$ cat config.mk
export PLATFORM = sky130hd
export DESIGN_NAME = adv_load_guard
export DESIGN_NICKNAME = d
export VERILOG_FILES = /design/src/rtl/alg_pkg.sv /design/src/rtl/alg_datapath.sv /design/src/rtl/alg_control.sv /design/src/rtl/adv_load_guard.sv
export SDC_FILE = /design/constraint.sdc
export NUM_CORES = 1
export LEC_CHECK = 0
export BUFFER_PORTS_ARGS = -buffer_cell sky130_fd_sc_hd__buf_2
export CAP_MARGIN = 20
export CORE_AREA = 2 2 191 193
export CTS_CLUSTER_DIAMETER = 50
export DETAILED_ROUTE_END_ITERATION = 10
export DIE_AREA = 0 0 193 195
export GPL_TIMING_DRIVEN = 0
export HOLD_SLACK_MARGIN = 0.08
export PLACE_DENSITY = 0.66
export SLEW_MARGIN = 20
export SYNTH_ARGS = -nofsm -noshare
export SYNTH_HDL_FRONTEND = slang
export SYNTH_SLANG_ARGS = --single-unit
export TNS_END_PERCENT = 10
$ cat constraint.sdc
create_clock -name clk -period 3.75 [get_ports clk]
set_input_delay 0.5625 -clock clk [delete_from_list [all_inputs] [get_ports clk]]
set_output_delay 0.5625 -clock clk [all_outputs]
set_load 0.02 [all_outputs]
$ cat src/rtl/alg_pkg.sv
package alg_pkg;
  localparam int NUM_ENTRIES = 8;
  localparam int IDX_W = $clog2(NUM_ENTRIES);

  // Strobes from the control to the datapath
  typedef struct packed {
    logic             insEn;
    logic [IDX_W-1:0] insIdx;
    logic             clrEn;
    logic [IDX_W-1:0] clrIdx;
    logic             killEn;
  } ctrl_strobes_t;
endpackage

$ cat src/rtl/alg_datapath.sv
module alg_datapath
  import alg_pkg::*;
#(
  parameter int REG_W     = 7,
  parameter int ADDR_W    = 32,
  parameter int GRAN_BITS = 3
) (
  input  logic                   clk,
  input  logic                   rstN,
  input  ctrl_strobes_t          strobes,
  input  logic [REG_W-1:0]       ldReg,
  input  logic [ADDR_W-1:0]      ldAddr,
  input  logic [ADDR_W-1:0]      stAddr,
  input  logic [REG_W-1:0]       chkReg,
  output logic [NUM_ENTRIES-1:0] validVec,
  output logic [NUM_ENTRIES-1:0] ldRegHit,
  output logic [NUM_ENTRIES-1:0] chkRegHit,
  output logic [NUM_ENTRIES-1:0] stHit
);
  localparam int TAG_W = ADDR_W - GRAN_BITS;

  logic [NUM_ENTRIES-1:0] validQ;
  logic [REG_W-1:0]       regQ [NUM_ENTRIES];
  logic [TAG_W-1:0]       tagQ [NUM_ENTRIES];

  logic [TAG_W-1:0] ldTag, stTag;
  logic             unusedLowBits;

  assign ldTag = ldAddr[ADDR_W-1:GRAN_BITS];
  assign stTag = stAddr[ADDR_W-1:GRAN_BITS];
  assign unusedLowBits = ^{ldAddr[GRAN_BITS-1:0], stAddr[GRAN_BITS-1:0]};
  assign validVec = validQ;

  // Parallel compare of every entry
  always_comb begin
    for (int i = 0; i < NUM_ENTRIES; i++) begin
      ldRegHit[i]  = validQ[i] && (regQ[i] == ldReg);
      chkRegHit[i] = validQ[i] && (regQ[i] == chkReg);
      stHit[i]     = validQ[i] && (tagQ[i] == stTag);
    end
  end

  // Insert wins over kill and release, so a load beside a store survives
  always_ff @(posedge clk or negedge rstN) begin
    if (!rstN) begin
      validQ <= '0;
      for (int i = 0; i < NUM_ENTRIES; i++) begin
        regQ[i] <= '0;
        tagQ[i] <= '0;
      end
    end else begin
      for (int i = 0; i < NUM_ENTRIES; i++) begin
        if (strobes.insEn && (strobes.insIdx == IDX_W'(i))) begin
          validQ[i] <= 1'b1;
          regQ[i]   <= ldReg;
          tagQ[i]   <= ldTag;
        end else if ((strobes.killEn && stHit[i]) ||
                     (strobes.clrEn && (strobes.clrIdx == IDX_W'(i)))) begin
          validQ[i] <= 1'b0;
        end
      end
    end
  end


  one_owner_chk: assert property (@(posedge clk) disable iff (!rstN)
    $onehot0(chkRegHit) && $onehot0(ldRegHit));

  for (genvar g = 0; g < NUM_ENTRIES; g++) begin : gKillChk

    store_kill_chk: assert property (@(posedge clk) disable iff (!rstN)
      (strobes.killEn && stHit[g] &&
       !(strobes.insEn && strobes.insIdx == IDX_W'(g))) |=> !validVec[g]);
  end
endmodule

$ cat src/rtl/alg_control.sv
module alg_control
  import alg_pkg::*;
(
  input  logic                   clk,
  input  logic                   rstN,
  input  logic                   ldValid,
  input  logic                   stValid,
  input  logic                   chkValid,
  input  logic [NUM_ENTRIES-1:0] validVec,
  input  logic [NUM_ENTRIES-1:0] ldRegHit,
  input  logic [NUM_ENTRIES-1:0] chkRegHit,
  input  logic [NUM_ENTRIES-1:0] stHit,
  output ctrl_strobes_t          strobes,
  output logic                   chkDone,
  output logic                   chkOk,
  output logic                   chkFixup
);
  logic [IDX_W-1:0] victimPtr;
  logic [IDX_W-1:0] sameRegIdx, freeIdx, chkIdx;
  logic             freeAny, useVictim, passNow;
  logic             chkDoneQ, chkOkQ;

  always_comb begin
    sameRegIdx = '0;
    chkIdx     = '0;
    freeIdx    = '0;
    freeAny    = 1'b0;
    for (int i = 0; i < NUM_ENTRIES; i++) begin
      if (ldRegHit[i])  sameRegIdx = IDX_W'(i);
      if (chkRegHit[i]) chkIdx     = IDX_W'(i);
    end
    for (int i = NUM_ENTRIES - 1; i >= 0; i--) begin
      if (!validVec[i]) begin
        freeIdx = IDX_W'(i);
        freeAny = 1'b1;
      end
    end
  end

  assign useVictim = ldValid && !(|ldRegHit) && !freeAny;
  // A same-cycle store that hits the checked entry makes it fail
  assign passNow = chkValid && |(chkRegHit & ~(stValid ? stHit : '0));

  always_comb begin
    strobes.insEn  = ldValid;
    strobes.insIdx = (|ldRegHit) ? sameRegIdx : (freeAny ? freeIdx : victimPtr);
    strobes.clrEn  = chkValid && (|chkRegHit);
    strobes.clrIdx = chkIdx;
    strobes.killEn = stValid;
  end

  always_ff @(posedge clk or negedge rstN) begin
    if (!rstN) begin
      victimPtr <= '0;
      chkDoneQ  <= 1'b0;
      chkOkQ    <= 1'b0;
    end else begin
      chkDoneQ <= chkValid;
      chkOkQ   <= passNow;
      if (useVictim) begin
        if (victimPtr == IDX_W'(NUM_ENTRIES - 1)) victimPtr <= '0;
        else                                       victimPtr <= victimPtr + 1'b1;
      end
    end
  end

  assign chkDone  = chkDoneQ;
  assign chkOk    = chkDoneQ && chkOkQ;
  assign chkFixup = chkDoneQ && !chkOkQ;


  verdict_excl_chk: assert property (@(posedge clk) disable iff (!rstN)
    !(chkOk && chkFixup));


  verdict_latency_chk: assert property (@(posedge clk) disable iff (!rstN)
    chkValid |=> chkDone);


  verdict_idle_chk: assert property (@(posedge clk) disable iff (!rstN)
    !chkValid |=> !chkDone);


  same_cycle_kill_chk: assert property (@(posedge clk) disable iff (!rstN)
    (chkValid && stValid && |(chkRegHit & stHit)) |=> chkFixup);
endmodule

$ cat src/rtl/adv_load_guard.sv
module adv_load_guard
  import alg_pkg::*;
#(
  parameter int REG_W     = 7,
  parameter int ADDR_W    = 32,
  parameter int GRAN_BITS = 3
) (
  input  logic              clk,
  input  logic              rstN,
  input  logic              ldValid,
  input  logic [REG_W-1:0]  ldReg,
  input  logic [ADDR_W-1:0] ldAddr,
  input  logic              stValid,
  input  logic [ADDR_W-1:0] stAddr,
  input  logic              chkValid,
  input  logic [REG_W-1:0]  chkReg,
  output logic              chkDone,
  output logic              chkOk,
  output logic              chkFixup
);
  ctrl_strobes_t          strobes;
  logic [NUM_ENTRIES-1:0] validVec, ldRegHit, chkRegHit, stHit;

  alg_datapath #(
    .REG_W(REG_W), .ADDR_W(ADDR_W), .GRAN_BITS(GRAN_BITS)
  ) u_datapath (
    .clk(clk), .rstN(rstN), .strobes(strobes),
    .ldReg(ldReg), .ldAddr(ldAddr), .stAddr(stAddr), .chkReg(chkReg),
    .validVec(validVec), .ldRegHit(ldRegHit), .chkRegHit(chkRegHit), .stHit(stHit)
  );

  alg_control u_control (
    .clk(clk), .rstN(rstN),
    .ldValid(ldValid), .stValid(stValid), .chkValid(chkValid),
    .validVec(validVec), .ldRegHit(ldRegHit), .chkRegHit(chkRegHit), .stHit(stHit),
    .strobes(strobes),
    .chkDone(chkDone), .chkOk(chkOk), .chkFixup(chkFixup)
  );
endmodule

Yosys cells after proc, flatten, opt, wreduce, memory -nomap -nowiden. Cells that the tools add are included.

Register bits: 301. Bits of input ports: 83. Output and inout port bits: 3. Word-level logic and storage cells: 197.

Add/sub/neg operators: 1. Eq/ne operators: 39. Muxes and demuxes: 50. Bitwise operators: 2. Reduce and logical (&&, ||, !) cells: 78.

Operators by type and width (count): 29-bit equality test (8); 7-bit equality test (16); 3-bit two-way mux (21); 1-bit logical AND (54); 3-bit equality test (second input constant) (9); 1-bit two-way mux (26); 8-bit OR reduction (3); 2-bit nonzero test (8); 3-bit by 2-bit equality test with 1-bit output (second input constant) (4); 8-bit AND (1); 1-bit logical OR (8); 8-bit two-way mux (1); 8-bit inverter (1); 3-bit by 1-bit equality test with 1-bit output (second input constant) (2); 3-bit zero test (2); 2-bit two-way mux (2); 3-bit by 1-bit adder with 3-bit output (second input constant) (1); 1-bit zero test (3).

Longest topological paths before layout.
Depth in word-level cells: 14. Depth in mapped cells: 13. Depth with buffers taken out: 8.

Modules after synthesis. A second synthesis with hierarchy kept.

Cells, all modules: 1261. Area, all modules: 15811.4 um^2.

Modules (own cells, without submodules): alg_datapath (instances 1, cells an instance 1189, area an instance 15262.1 um^2); alg_control (instances 1, cells an instance 72, area an instance 549.3 um^2).

Least setup slack after synthesis. OpenSTA, ideal clock, no wires.

Path type: input -> register. From: input ldReg[5]. To: register u_datapath.regQ[10] in the netlist's numbering. Library setup time: 125 ps. Data arrival time: 2772 ps. Data required time: 3625 ps. Slack: 853 ps. Stages: 12. Path buffers: 4. Cells stage by stage: buf_6 > buf_6 > xnor2_1 > nand4_1 > nor2_2 > nor2_1 > a211o_1 > a32o_1 > buf_6 > nand2_1 > buf_2 > mux2_2.

Cells in the longest elaborated chain, start to end: 12.

Ends and longest elaborated chain: start: declaration (RTL line adv_load_guard.sv:11) `input logic [REG_W-1:0] ldReg,`; 7-bit equality test (RTL line alg_datapath.sv:37) `ldRegHit[i] = validQ[i] && (regQ[i] == ldReg);`; 1-bit logical AND (RTL line alg_datapath.sv:37); 1-bit two-way mux (RTL line alg_control.sv:29) `if (ldRegHit[i]) sameRegIdx = IDX_W'(i);`; 3-bit two-way mux (6 in a row) (RTL line alg_control.sv:29); 3-bit two-way mux (*) (RTL line alg_control.sv:46) `strobes.insIdx = (|ldRegHit) ? sameRegIdx : (freeAny ? freeIdx : victimPtr);`; 3-bit equality test (*) (RTL line alg_datapath.sv:53) `if (strobes.insEn && (strobes.insIdx == IDX_W'(i))) begin`; 1-bit logical AND (*) (RTL line alg_datapath.sv:53); end signal: indexed assignment (RTL line alg_datapath.sv:55) `regQ[i] <= ldReg;`; end: declaration (RTL line alg_datapath.sv:23) `logic [REG_W-1:0] regQ [NUM_ENTRIES];`.

Every way passes the cells marked *; elsewhere a longest branch is shown, timed or not. A chain may end at the register's enable or synchronous reset.

Final worst setup path.
From: register u_datapath.regQ[32] in the netlist's numbering. To: register u_datapath.tagQ[100] in the netlist's numbering.

Cells in the longest elaborated chain, start to end: 10.

Ends and longest elaborated chain: 7-bit equality test (*) (RTL line alg_datapath.sv:37); 1-bit logical AND (*) (RTL line alg_datapath.sv:37); 3-bit two-way mux (5 in a row) (RTL line alg_control.sv:29); 3-bit two-way mux (*) (RTL line alg_control.sv:46); 3-bit equality test (*) (RTL line alg_datapath.sv:53); 1-bit logical AND (*) (RTL line alg_datapath.sv:53); end signal: indexed assignment (RTL line alg_datapath.sv:56) `tagQ[i] <= ldTag;`; end: declaration (RTL line alg_datapath.sv:24) `logic [TAG_W-1:0] tagQ [NUM_ENTRIES];`.

Marks and branches as above.

==> results_dict.tcl <==
set metrics [dict create \
    status "finished, final reports clean" \
    critPathLaunchType "flip-flop" \
    gp_congestion 0.911 \
    hp-start "chkValid" \
    peakVddDrop_mv 0.467 \
    final_nets 1402 \
    worst_pin_slew_ns 1.27 \
    rsz0062_at_grt "false" \
    clk_pin_slew_ns 0.06 \
    gr-usage-all-layers_pct 24.8 \
    core_sq_um 35400 \
    grt_max_degree 99 \
    maxSlewViolCount 0 \
    clk_latency_ns 0.52 \
    crit_fanout 10 \
    synth-seq-area-share_pct 47.6 \
    drc 0 \
    placed_area_sq_um 16700 \
    cts_tree "built" \
    final_cell_mix "dfrtp_1 (301), mux2_2 (181), xor2_1 (181)" \
    fp.dieH_um 195 \
    hpwl_mm 32.6 \
    wl_per_cell_um 25.3 \
    dr_total_vias 10200 \
    crit_type "flip-flop to flip-flop" \
    htree_levels 2 \
    fmaxAchievable_mhz 304 \
    grt_remaining_overflow 0 \
    stdcell_area_sq_um 17900 \
    globalRoute.busiestLayer "met2" \
    skew_ns 0.0297 \
    grt_antenna_before_repair 2 \
    fin_hold_ws_ns 0.239 \
    synth_seq_cells 301 \
    grt_use_met1_pct 32.6 \
    crit_arrival_ns 3.70 \
    layout_commonest_cell "dfrtp_1" \
    critPathLaunch "u_datapath.regQ[32]$_DFFE_PN0P_" \
    synth_area_sq_um 15800 \
    die-area_sq_um 37600 \
    fin_crit_sh_pct 87.9 \
    r2r_start "u_datapath.regQ[32]$_DFFE_PN0P_" \
    grt_pass1_vias 10600 \
    met2_usage_pct 41.9 \
    drive_gt1_share_pct 26.7 \
    syn-num-nets 1324 \
    grt_pass1_wl_mm 68.1 \
    syn_to_final_growth_pct 13.5 \
    fp-row-count 69 \
    initial_core_util_pct 44.7 \
    drt-initial-drc-count 700 \
    async_reset_ff_share_pct 100 \
    power.leakage_nw 7.51 \
    ant_nets 0 \
    dr.pass1.iters 5 \
    io_buffer_count 35 \
    cts_resized 0 \
    clock-sinks 301 \
    synth_ff_type "dfrtp_1" \
    clockBufferDepth 3 \
    fin_crit_ns 3.29 \
    io_pins 86 \
    netlist_instances 1239 \
    maxCapViolCount 0 \
    synth_cell_types 51 \
    hold_viol 0 \
    max-slew-margin-rel_pct 14.8 \
    avgSynthCellArea_sq_um 12.8 \
    end_kind "flip-flop" \
    use_met3_pct 2.82 \
    wirelength_mm 45.6 \
    die_w_um 193 \
    via_per_inst 5.63 \
    synth_edf_count 0 \
    crit_required_ns 4.16 \
    yosysWarnings 0 \
    numCtsBuffers 37 \
    min_path_type "primary input to flip-flop" \
    cts_root_buf "clkbuf_16" \
    setup-violations-final 0 \
    p_per_area_nw_per_um2 948 \
]
[flip-flops by register name (all words and copies together), names as in the netlist]
register / flops
u_datapath.regQ: 56
u_datapath.validVec: 8
u_control.chkOkQ: 1
u_datapath.tagQ: 232
u_control.victimPtr: 3
u_control.chkDone: 1
[final timing paths]
path                                                    end  slack [ns]  cells past startpoint
setup / recovery           u_datapath.tagQ[100]$_DFFE_PN0P_        0.46                     10
hold / removal                  u_control.chkDone$_DFF_PN0_        0.24                      1
setup reg to reg           u_datapath.tagQ[100]$_DFFE_PN0P_        0.46                     10
hold reg to reg            u_datapath.tagQ[110]$_DFFE_PN0P_        0.50                      1
max in group asynchronous  u_datapath.tagQ[157]$_DFFE_PN0P_        1.95                      4
min in group asynchronous    u_datapath.regQ[2]$_DFFE_PN0P_        0.53                      2
[Yosys cell counts, types with 2 or more instances]
cell type,n,area [sq um]
nor3b_1,2,15.0
a211o_1,2,17.5
nor4_1,48,300
buf_6,24,270
clkbuf_1,36,135
nor2_1,22,82.6
xnor2_1,158,1380
buf_4,9,67.6
a21oi_1,4,20.0
o21ai_0,10,50.1
nand2_1,12,45.0
mux2_2,181,2040
xor2_1,181,1590
ha_1,2,25.0
a21boi_0,3,22.5
nand3_1,2,10.0
a31oi_1,2,12.5
dfrtp_1,301,7530
o22ai_1,2,12.5
nor3_1,4,20.0
buf_2,11,55.1
inv_1,7,26.3
nand2b_1,7,43.8
mux2_1,80,901
and2_1,4,25.0
nor2_4,2,22.5
a31o_2,4,35.0
or4_1,4,30.0
nand4_1,61,382
mux2_4,29,435
nor2b_1,5,31.3
[cell type report]
type | count | area (sq um)
repair buffers | 39 | 278
clock inverters | 15 | 236
diodes | 1 | 2.50
well taps | 461 | 577
flip-flops and latches | 301 | 7530
inverters | 7 | 26.3
fillers | 3136 | 17400
multi-input cells | 850 | 7720
clock buffers | 48 | 1040
plain buffers | 81 | 532
[stage by stage]
stage / TNS (ns) / utilization (%) / total power [W] / std cells / setup slack [ns]
4_1_cts: 0 / 50.7 / 0.0171 / 1802 / 0.500
3_3_place_gp: -1117.28 / 46.8 / 0.0130 / 1735 / -3.75
5_1_grt: 0 / 50.7 / 0.0179 / 1802 / 0.298
3_5_place_dp: 0 / 47.1 / 0.0133 / 1738 / 0.0767
6_report: 0 / 50.7 / 0.0170 / 1803 / 0.455
2_1_floorplan: 0 / - / 0.0113 / 1239 / 0.853
[logic make-up after synthesis]
logic type               Yosys count  synth area share [%]
XOR/XNOR                         339                  18.8
AND/OR/NAND/NOR                  181                  6.87
flip-flops                       301                  47.6
buffers and inverters             88                  3.53
adder cells (fa/ha/maj)            2                 0.158
AO/OA/AOI/OAI                     38                  1.70
multiplexers                     290                  21.3
[worst max-delay path, stage by stage (launching register included)]
cell	delay [ns]
dfrtp_1	0.42
xnor2_1	0.20
nand4_1	0.11
nor2_1	0.36
nor2_1	0.13
and4b_1	0.23
o311ai_1	0.49
nand2b_1	0.17
buf_2	0.35
buf_4	0.33
mux2_2	0.37
[where the power goes]
group	internal (W)	switching (W)	leakage, nW
combinational	0.00375	0.00324	3.29
clock	0.00237	0.00140	0.631
sequential	0.00496	0.00131	3.58
[repair_timing]
item,in CTS,in global routing
hold endpoints to repair,40,0
setup buffers,0,0
hold buffers,1,0
setup endpoints to repair,0,0
[metal layers]
metal	up-vias	part of all wire [%]
li1	4479	-
met1	5328	43
met2	263	49
met3	87	4.1
met4	2	3.9
met5	-	0.12
Power figures use the tool's default switching activity.
